`src/rtl/vtrap_pkg.sv`:
```
package vtrap_pkg;
  typedef enum logic [3:0] {
    CLS_OTHER   = 4'd0,
    CLS_ILLEGAL = 4'd1,
    CLS_CSR     = 4'd2,
    CLS_HLSV    = 4'd3,
    CLS_HFENCE  = 4'd4,
    CLS_SRET    = 4'd5,
    CLS_SFENCE  = 4'd6,
    CLS_WFI     = 4'd7
  } inst_class_e;

  typedef enum logic [1:0] {
    VERD_NONE = 2'd0,
    VERD_ILL  = 2'd1,
    VERD_VIRT = 2'd2
  } verdict_e;

  localparam logic [1:0] PRIV_U = 2'b00;
  localparam logic [1:0] PRIV_S = 2'b01;
  localparam logic [1:0] PRIV_M = 2'b11;

  localparam logic [11:0] ADDR_SATP = 12'h180;
  localparam logic [6:0]  CNT_BASE  = 7'h60;  // 0xC00..0xC1F

  localparam int unsigned CAUSE_ILL  = 2;
  localparam int unsigned CAUSE_VIRT = 22;

  typedef struct packed {
    logic load;      // report a trap next cycle
    logic isVirt;    // virtual cause, else illegal
    logic useHeld;   // take value from held WFI bits
    logic capture;   // hold current instruction bits
  } ctrl_strobe_t;
endpackage

```
`src/rtl/vtrap_ctrl.sv`:
```
module vtrap_ctrl
  import vtrap_pkg::*;
#(
  parameter int unsigned WFI_BOUND = 1024
) (
  input  logic         clk,
  input  logic         rst_n,
  input  logic         instValid,
  input  inst_class_e  instClass,
  input  logic [11:0]  csrAddr,
  input  logic         virtMode,
  input  logic [1:0]   privMode,
  input  logic         trapSret,
  input  logic         trapVm,
  input  logic         trapWfi,
  input  logic [31:0]  hcounteren,
  input  logic [31:0]  mcounteren,
  input  logic         irqPending,
  output ctrl_strobe_t stb,
  output logic         waiting
);
  localparam int unsigned CNT_W = $clog2(WFI_BOUND + 1);
  localparam logic [CNT_W-1:0] LAST = CNT_W'(WFI_BOUND - 1);

  logic [CNT_W-1:0] waitCount;
  verdict_e verdict;
  logic startWfi, accept, timeout;
  logic isM, isU, effV, isCounter;
  logic [4:0] cntIdx;

  assign isM = (privMode == PRIV_M);
  assign isU = (privMode == PRIV_U);
  assign effV = virtMode && !isM;
  assign isCounter = (csrAddr[11:5] == CNT_BASE);
  assign cntIdx = csrAddr[4:0];
  assign accept = instValid && !waiting;
  assign timeout = waiting && !irqPending && (waitCount == LAST);

  always_comb begin
    verdict = VERD_NONE;
    startWfi = 1'b0;
    unique case (instClass)
      CLS_ILLEGAL: verdict = VERD_ILL;
      CLS_CSR: begin
        if (!isM) begin
          if (csrAddr[9:8] == 2'b11) verdict = VERD_ILL;
          else if (isCounter) begin
            if (!mcounteren[cntIdx]) verdict = VERD_ILL;
            else if (effV && !hcounteren[cntIdx]) verdict = VERD_VIRT;
          end else if (csrAddr[9:8] == 2'b10) begin
            if (isU) verdict = VERD_ILL;
            else if (effV) verdict = VERD_VIRT;
          end else if (csrAddr[9:8] == 2'b01) begin
            if (isU) verdict = VERD_ILL;
            else if (effV && trapVm && csrAddr == ADDR_SATP) verdict = VERD_VIRT;
          end
        end
      end
      CLS_HLSV: begin
        if (effV) verdict = VERD_VIRT;
        else if (isU) verdict = VERD_ILL;
      end
      CLS_HFENCE: begin
        if (isU) verdict = VERD_ILL;
        else if (effV) verdict = VERD_VIRT;
      end
      CLS_SRET: begin
        if (isU) verdict = VERD_ILL;
        else if (effV && trapSret) verdict = VERD_VIRT;
      end
      CLS_SFENCE: begin
        if (isU) verdict = VERD_ILL;
        else if (effV && trapVm) verdict = VERD_VIRT;
      end
      CLS_WFI: startWfi = effV && trapWfi;
      default: verdict = VERD_NONE;
    endcase
  end

  always_comb begin
    stb.load    = (accept && verdict != VERD_NONE) || timeout;
    stb.isVirt  = timeout || (accept && verdict == VERD_VIRT);
    stb.useHeld = timeout;
    stb.capture = accept && startWfi;
  end

  always_ff @(posedge clk or negedge rst_n) begin
    if (!rst_n) begin
      waiting <= 1'b0;
      waitCount <= '0;
    end else if (stb.capture) begin
      waiting <= 1'b1;
      waitCount <= '0;
    end else if (waiting) begin
      if (irqPending || timeout) waiting <= 1'b0;
      else waitCount <= waitCount + 1'b1;
    end
  end

  // no virtual verdict is accepted from a host or machine context
  p_no_virt_host_r1: assert property (@(posedge clk) disable iff (!rst_n)
    (accept && !effV) |-> !stb.isVirt);
  // the wait counter stays inside the bound
  p_wait_bound_r8: assert property (@(posedge clk) disable iff (!rst_n)
    waiting |-> (waitCount <= LAST));
  // an interrupt ends the wait on the next edge
  p_irq_ends_wait_r9: assert property (@(posedge clk) disable iff (!rst_n)
    (waiting && irqPending) |=> !waiting);
endmodule

```
`src/rtl/vtrap_dp.sv`:
```
module vtrap_dp
  import vtrap_pkg::*;
#(
  parameter int unsigned ILEN    = 32,
  parameter int unsigned CAUSE_W = 6
) (
  input  logic               clk,
  input  logic               rst_n,
  input  ctrl_strobe_t       stb,
  input  logic [ILEN-1:0]    instBits,
  output logic               trapValid,
  output logic [CAUSE_W-1:0] trapCause,
  output logic [ILEN-1:0]    trapValue
);
  logic [ILEN-1:0] heldBits;

  always_ff @(posedge clk or negedge rst_n) begin
    if (!rst_n) begin
      heldBits  <= '0;
      trapValid <= 1'b0;
      trapCause <= '0;
      trapValue <= '0;
    end else begin
      if (stb.capture) heldBits <= instBits;
      trapValid <= stb.load;
      if (stb.load) begin
        trapCause <= stb.isVirt ? CAUSE_W'(CAUSE_VIRT) : CAUSE_W'(CAUSE_ILL);
        trapValue <= stb.useHeld ? heldBits : instBits;
      end else begin
        trapCause <= '0;
        trapValue <= '0;
      end
    end
  end

  // a load strobe is reported on the following cycle
  p_load_reported_r10: assert property (@(posedge clk) disable iff (!rst_n)
    stb.load |=> trapValid);
  // only the two defined causes ever leave the block
  p_cause_legal_r7: assert property (@(posedge clk) disable iff (!rst_n)
    trapValid |-> (trapCause == CAUSE_W'(CAUSE_ILL) || trapCause == CAUSE_W'(CAUSE_VIRT)));
endmodule

```
`src/rtl/vtrap_classifier.sv`:
```
module vtrap_classifier
  import vtrap_pkg::*;
#(
  parameter int unsigned ILEN      = 32,
  parameter int unsigned CAUSE_W   = 6,
  parameter int unsigned WFI_BOUND = 1024
) (
  input  logic               clk,
  input  logic               rst_n,
  input  logic               instValid,
  input  logic [3:0]         instClass,
  input  logic [11:0]        csrAddr,
  input  logic [ILEN-1:0]    instBits,
  input  logic               virtMode,
  input  logic [1:0]         privMode,
  input  logic               trapSret,
  input  logic               trapVm,
  input  logic               trapWfi,
  input  logic [31:0]        hcounteren,
  input  logic [31:0]        mcounteren,
  input  logic               irqPending,
  output logic               trapValid,
  output logic [CAUSE_W-1:0] trapCause,
  output logic [ILEN-1:0]    trapValue,
  output logic               wfiWaiting
);
  ctrl_strobe_t stb;

  vtrap_ctrl #(.WFI_BOUND(WFI_BOUND)) i_ctrl (
    .clk(clk), .rst_n(rst_n), .instValid(instValid),
    .instClass(inst_class_e'(instClass)), .csrAddr(csrAddr),
    .virtMode(virtMode), .privMode(privMode), .trapSret(trapSret),
    .trapVm(trapVm), .trapWfi(trapWfi), .hcounteren(hcounteren),
    .mcounteren(mcounteren), .irqPending(irqPending),
    .stb(stb), .waiting(wfiWaiting)
  );

  vtrap_dp #(.ILEN(ILEN), .CAUSE_W(CAUSE_W)) i_dp (
    .clk(clk), .rst_n(rst_n), .stb(stb), .instBits(instBits),
    .trapValid(trapValid), .trapCause(trapCause), .trapValue(trapValue)
  );
endmodule

```
`config.mk`:
```
export PLATFORM = sky130hd
export DESIGN_NAME = vtrap_classifier
export DESIGN_NICKNAME = d
export VERILOG_FILES = /design/src/rtl/vtrap_pkg.sv /design/src/rtl/vtrap_ctrl.sv /design/src/rtl/vtrap_dp.sv /design/src/rtl/vtrap_classifier.sv
export SDC_FILE = /design/constraint.sdc
export NUM_CORES = 1
export LEC_CHECK = 0
export ABC_AREA = 1
export BUFFER_PORTS_ARGS = -buffer_cell sky130_fd_sc_hd__buf_2
export CELL_PAD_IN_SITES_DETAIL_PLACEMENT = 0
export CELL_PAD_IN_SITES_GLOBAL_PLACEMENT = 1
export CORE_MARGIN = 4
export CORE_UTILIZATION = 38
export CTS_CLUSTER_SIZE = 40
export DETAILED_ROUTE_END_ITERATION = 10
export MAX_ROUTING_LAYER = met4
export PLACE_DENSITY = 0.88
export SYNTH_ARGS = -nofsm -noshare
export SYNTH_HDL_FRONTEND = slang
export SYNTH_HIERARCHICAL = 1
export SYNTH_SLANG_ARGS = --single-unit
```
`constraint.sdc`:
```
create_clock -name clk -period 5.1 [get_ports clk]
set_clock_uncertainty 0.05 [all_clocks]
set_input_delay 0.51 -clock clk [delete_from_list [all_inputs] [get_ports clk]]
set_output_delay 0.51 -clock clk [all_outputs]
set_load 0.01 [all_outputs]
```
==> Yosys cells after proc, flatten, opt, wreduce, memory -nomap -nowiden <==
Cells that the tools add are included.
{ "classes": {"add_sub_neg": 1, "magnitude_cmp": 1, "n_eq_ne": 16, "muxes": 33, "reduce_logical": 23} }
{ "op_table": {"columns": ["cell", "count"], "rows": [
  ["32-bit two-way mux", 2],
  ["11-bit two-way mux", 3],
  ["2-bit two-way mux", 16],
  ["4-bit by 3-bit equality test with 1-bit output (second input constant)", 4],
  ["12-bit by 9-bit equality test with 1-bit output (second input constant)", 1],
  ["1-bit logical AND", 12],
  ["2-bit one-hot mux with 6 select lines", 1],
  ["11-bit by 1-bit adder with 11-bit output (second input constant)", 1],
  ["11-bit by 10-bit equality test with 1-bit output (second input constant)", 1],
  ["1-bit binary-select mux with 5-bit select", 2],
  ["2-bit equality test (second input constant)", 4],
  ["4-bit by 2-bit equality test with 1-bit output (second input constant)", 2],
  ["7-bit equality test (second input constant)", 1],
  ["1-bit two-way mux", 7],
  ["5-bit by 6-bit < comparator with 1-bit output (second input constant)", 1],
  ["6-bit two-way mux", 1],
  ["5-bit two-way mux", 1],
  ["4-bit by 1-bit equality test with 1-bit output (second input constant)", 1],
  ["1-bit zero test", 4],
  ["2-bit nonzero test", 2],
  ["1-bit logical OR", 3],
  ["2-bit by 1-bit equality test with 1-bit output (second input constant)", 1],
  ["2-bit zero test", 1],
  ["2-bit by 1-bit inequality test with 1-bit output (second input constant)", 1],
  ["2-bit AND reduction", 1]
]} }
{ "totals": {"ff_bits": 83, "input_bits": 122, "output_inout_bits": 40, "elab_cells": 80} }

==> Depth between registers and ports, before layout <==
{ "logic_depth": {"word_depth": 18, "ltp_mapped": 20, "mapped_depth_nobuf": 17} }

==> Modules after synthesis <==
Netlist, hierarchy kept.
{ "by_module_without_submodules": {"columns": ["mod", "instances", "cells_per_inst", "area_per_inst_um2", "seq_area_each_um2"], "rows": [
  ["vtrap_dp", 1, 316, 2879.0, 1651.6],
  ["vtrap_ctrl", 1, 309, 1652.8, 300.3]
]} }

==> Least setup slack after synthesis <==
Ideal clock, no wire load.
{ "synth_timing": {"path_kind": "input to register", "start": "input port csrAddr[0]", "end": "register i_dp.trapValue[18]", "setup_time_ns": 0.118, "arrival_ns": 1.982, "required_ns": 4.932, "path_slack_ns": 2.950, "cell_stages": 20, "path_buffers": 4, "cell_sequence": "buf_6 -> inv_4 -> buf_6 -> nand2_1 -> nand3_1 -> nand2_1 -> nor2_1 -> nor2_1 -> nand2_1 -> nand3_1 -> nand2_1 -> nand2_1 -> nand2_1 -> nand2_1 -> a21oi_1 -> nand2_1 -> buf_4 -> buf_2 -> nand2_1 -> nor2_2"} }
{ "synth_rtl": {"columns": ["item", "line", "source"], "rows": [
  ["from (decl)", "vtrap_classifier.sv:12", "input logic [11:0] csrAddr,"],
  ["to (signal assigned)", "vtrap_dp.sv:28", "trapValue <= stb.useHeld ? heldBits : instBits;"],
  ["to (decl)", "vtrap_dp.sv:13", "output logic [ILEN-1:0] trapValue"]
]} }

==> summary.md <==
| Metric | Value |
|---|---|
| Post-CTS setup buffers | 0 |
| Synthesized cell area | 4530 um2 |
| Root Buffer | clkbuf_16 |
| Fraction of the cycle the final worst path needs | 0.515 |
| Vias per inst | 4.59 |
| Max Freq | 0.380 GHz |
| Number of synthesis warnings | 6 |
| Clock slew at reported path FFs | 0.06 ns |
| Max_cap viols | 0 |
| CTS tree | done |
| CP max FO | 34 |
| # clock sinks | 78 |
| Overflow after GRT | 0 |
| Final WS setup | 2.47 ns |
| Die W | 117 um |
| Setup violations, final | 0 |
| Drt drc | 0 |
| Area leader, netlist | dfrtp_1 |
| Synth top area share | 0.431 |
| Final Util | 0.475 |
| Total Routing Usage GR | 0.162 |
| Kind of critical path | in2reg |
| Ant. Diodes | 0 |
| CTS Buf Count | 9 |
| Routed len/inst | 11.9 um |
| Reg2Reg Depth | 13 |
| Slew at the pin with the worst max-slew slack | 0.955 ns |
| Tmin final | 2.63 ns |
| Outcome | finished, final reports clean |
| Min-Delay Path Class | in2async |
| Die area | 13700 um2 |
| Yosys cell types | 34 |
| Number of cell rows | 39 |
| Final GP Congestion | 0.807 |
| CTS H-Tree Depth | 3 |
| Antenna Nets Post-Route | 0 |
| Largest net degree at the start of global routing | 79 |
| I/O Buffers | 158 |
| Critical path arrival | 2.84 ns |
| Vias in the first global route | 4108 |
| CP max-delay cell | buf_2 |
| Synth Area per Inst | 7.25 um2 |
| Starting density of the core | 0.392 |
| Setup crit end kind | flop |
| Final hold viol count | 0 |
| CP required | 5.31 ns |
| Clk buf depth | 2 |
| Num ports | 162 |
| Final nets | 890 |
| Startpoint Class | input port |
| Setup_tns | 0 ns |
| Final Max Tran Viols | 0 |
| Fraction of layout cells with a size suffix above 1 | 0.290 |
| Cts hold-fix bufs | 0 |
| Power density over the cells | 286 nW/um2 |
| Sequential area share after synthesis | 0.431 |
| Maximum vdd drop | 0.194 mV |
| CTS resizes | 0 |
| Relative slew slack | 0.363 |
| Die height | 117 um |
| Antenna violations before repair | 0 |
| Static Leak | 3.02 nW |
| #FFs+latches synth | 78 |
| Core region area | 11600 um2 |
| Dpl ws | 2.18 ns |
| First-pass GRT wire length | 17600 um |
| Cells after synthesis | 625 |
| Pre-antenna DRT Iters | 4 |
| Area grow syn2layout | 21.3% |
| Post-DP HPWL | 8170 um |
| 1st-iter DRT viols | 244 |
| Final Total Pwr | 0.00157 W |
| RSZ-0062 raised after global routing | false |
| Vias | 4202 |
| Synth area leaders | dfrtp_1 (43%), nand2_1 (18%), nor2_1 (5.8%), inv_1 (5.6%), nor2_2 (4.8%) |
| Crit-path max cell delay | 0.48 ns |
| Worst-Skew Late Latency | 0.33 ns |
| FILL cells | 1173 |
| Worst path most repeated cell | nand2_1 |
| Final WL | 10900 um |
| Crit-path cells | buf_2 > inv_4 > o21ai_0 > nand3_1 > nand3_1 > nand2_1 > nand2_1 > nand2_1 > o21bai_1 > nand2_1 > nand2_1 > nand2_1 > nand2_1 > buf_4 > nand2_1 > nor2_2 |
==> metrics by stage <==
stage	instances	hold WS [ns]	area (um2)
after floorplan	627	0.164	4540
final	915	0.275	5500
after CTS	915	0.320	5500
after global routing	915	0.342	5500
after global placement	899	0.439	5210
after detailed placement	899	0.446	5210
==> path summary, 6_finish.rpt <==
kind                                                       start                          endpoint  slack [ns]
worst min register to register  i_ctrl/waitCount[10]$_DFFE_PN0P_  i_ctrl/waitCount[10]$_DFFE_PN0P_        0.46
min in group clk                                    instBits[14]     i_dp/heldBits[14]$_DFFE_PN0P_        0.35
max in group asynchronous                                  rst_n   i_ctrl/waitCount[9]$_DFFE_PN0P_        4.10
worst min-delay path                                       rst_n      i_dp/trapValue[15]$_DFF_PN0_        0.28
worst max-delay path                                  csrAddr[0]      i_dp/trapValue[18]$_DFF_PN0_        2.47
worst max register to register   i_ctrl/waitCount[0]$_DFFE_PN0P_      i_dp/trapValue[18]$_DFF_PN0_        2.69
==> Yosys cell counts <==
cell type,number
o21ai_1,12
and3_1,1
inv_2,5
nor3_2,1
a211oi_1,1
nand2_4,1
nor3b_2,1
a21oi_1,7
dfrtp_1,78
o21ai_0,35
o21bai_1,1
nor3_1,7
o21a_1,1
o22ai_1,1
ha_1,1
nor2_2,35
inv_1,68
conb_1,1
buf_8,4
inv_4,1
a31o_1,1
nand3_1,37
clkbuf_8,1
nand2_2,3
xor2_1,2
nor3b_1,3
buf_6,11
nor2_1,70
buf_4,12
nand2_1,213
buf_2,3
nand4_1,4
buf_12,2
a21boi_1,1
==> area by class of cell <==
cell class / instances / area [um2] / share of cell area
Sequential cell: 78 / 1950 / 0.355
Clock buffer: 12 / 236 / 0.0430
Clock inverter: 4 / 47.5 / 0.00865
Inverter: 74 / 280 / 0.0510
Timing Repair Buffer: 162 / 823 / 0.150
Tap cell: 143 / 179 / 0.0326
Multi-Input combinational cell: 442 / 1980 / 0.360
==> power breakdown <==
part	internal [W]	total (W)	switching [W]
logic	0.0000996	0.000252	0.000152
clock network	0.000377	0.000611	0.000234
registers	0.000685	0.000708	0.0000228
==> cells by family (layout without fill, tap and decap cells) <==
family	count (synthesis)	count (layout)	share of synthesized area
buffers and inverters	107	252	0.137
XOR/XNOR	2	2	0.00387
other	1	3	0.000827
AND/OR/NAND/NOR	376	376	0.355
adder cells (fa/ha/maj)	1	1	0.00276
flip-flops	78	78	0.431
AO/OA/AOI/OAI	60	60	0.0696
==> placed cells by master, fill, tap and decap left out, types with 2 or more instances in the layout <==
| cell | instances |
|---|---|
| o21ai_0 | 35 |
| xor2_1 | 2 |
| nand2_2 | 3 |
| nor3_2 | 2 |
| nand3_1 | 37 |
| nor2_1 | 69 |
| a21oi_1 | 7 |
| buf_2 | 157 |
| clkinv_2 | 2 |
| conb_1 | 3 |
| nor3_1 | 6 |
| inv_1 | 68 |
| buf_4 | 5 |
| nor3b_1 | 3 |
| nand2_1 | 213 |
| inv_2 | 5 |
| nor2_2 | 35 |
| clkbuf_16 | 9 |
| dfrtp_1 | 78 |
| clkbuf_1 | 3 |
| o21ai_1 | 12 |
| nand4_1 | 4 |
==> routing by layer <==
metal,vias up,track usage,share of wire,routed length [um]
met4,0,0.0375,0.011,115
met3,11,0.0339,0.048,524
li1,2187,-,-,-
met5,-,-,0,0
met2,88,0.287,0.51,5540
met1,1916,0.189,0.43,4690
==> state kept, by name (all words and copies together), names as in the netlist <==
| register | count |
|---|---|
| i_dp/trapValue | 32 |
| i_ctrl/waiting | 1 |
| i_dp/heldBits | 32 |
| i_dp/trapCause | 2 |
| i_ctrl/waitCount | 11 |
==> critical path, delay by kind of cell <==
kind	cells	cell delay, ns
buffers and inverters	3	1.08
AOI/OAI and AO/OA	2	0.38
and+or+nand+nor	11	0.84
(Power assumes the default switching activity.)
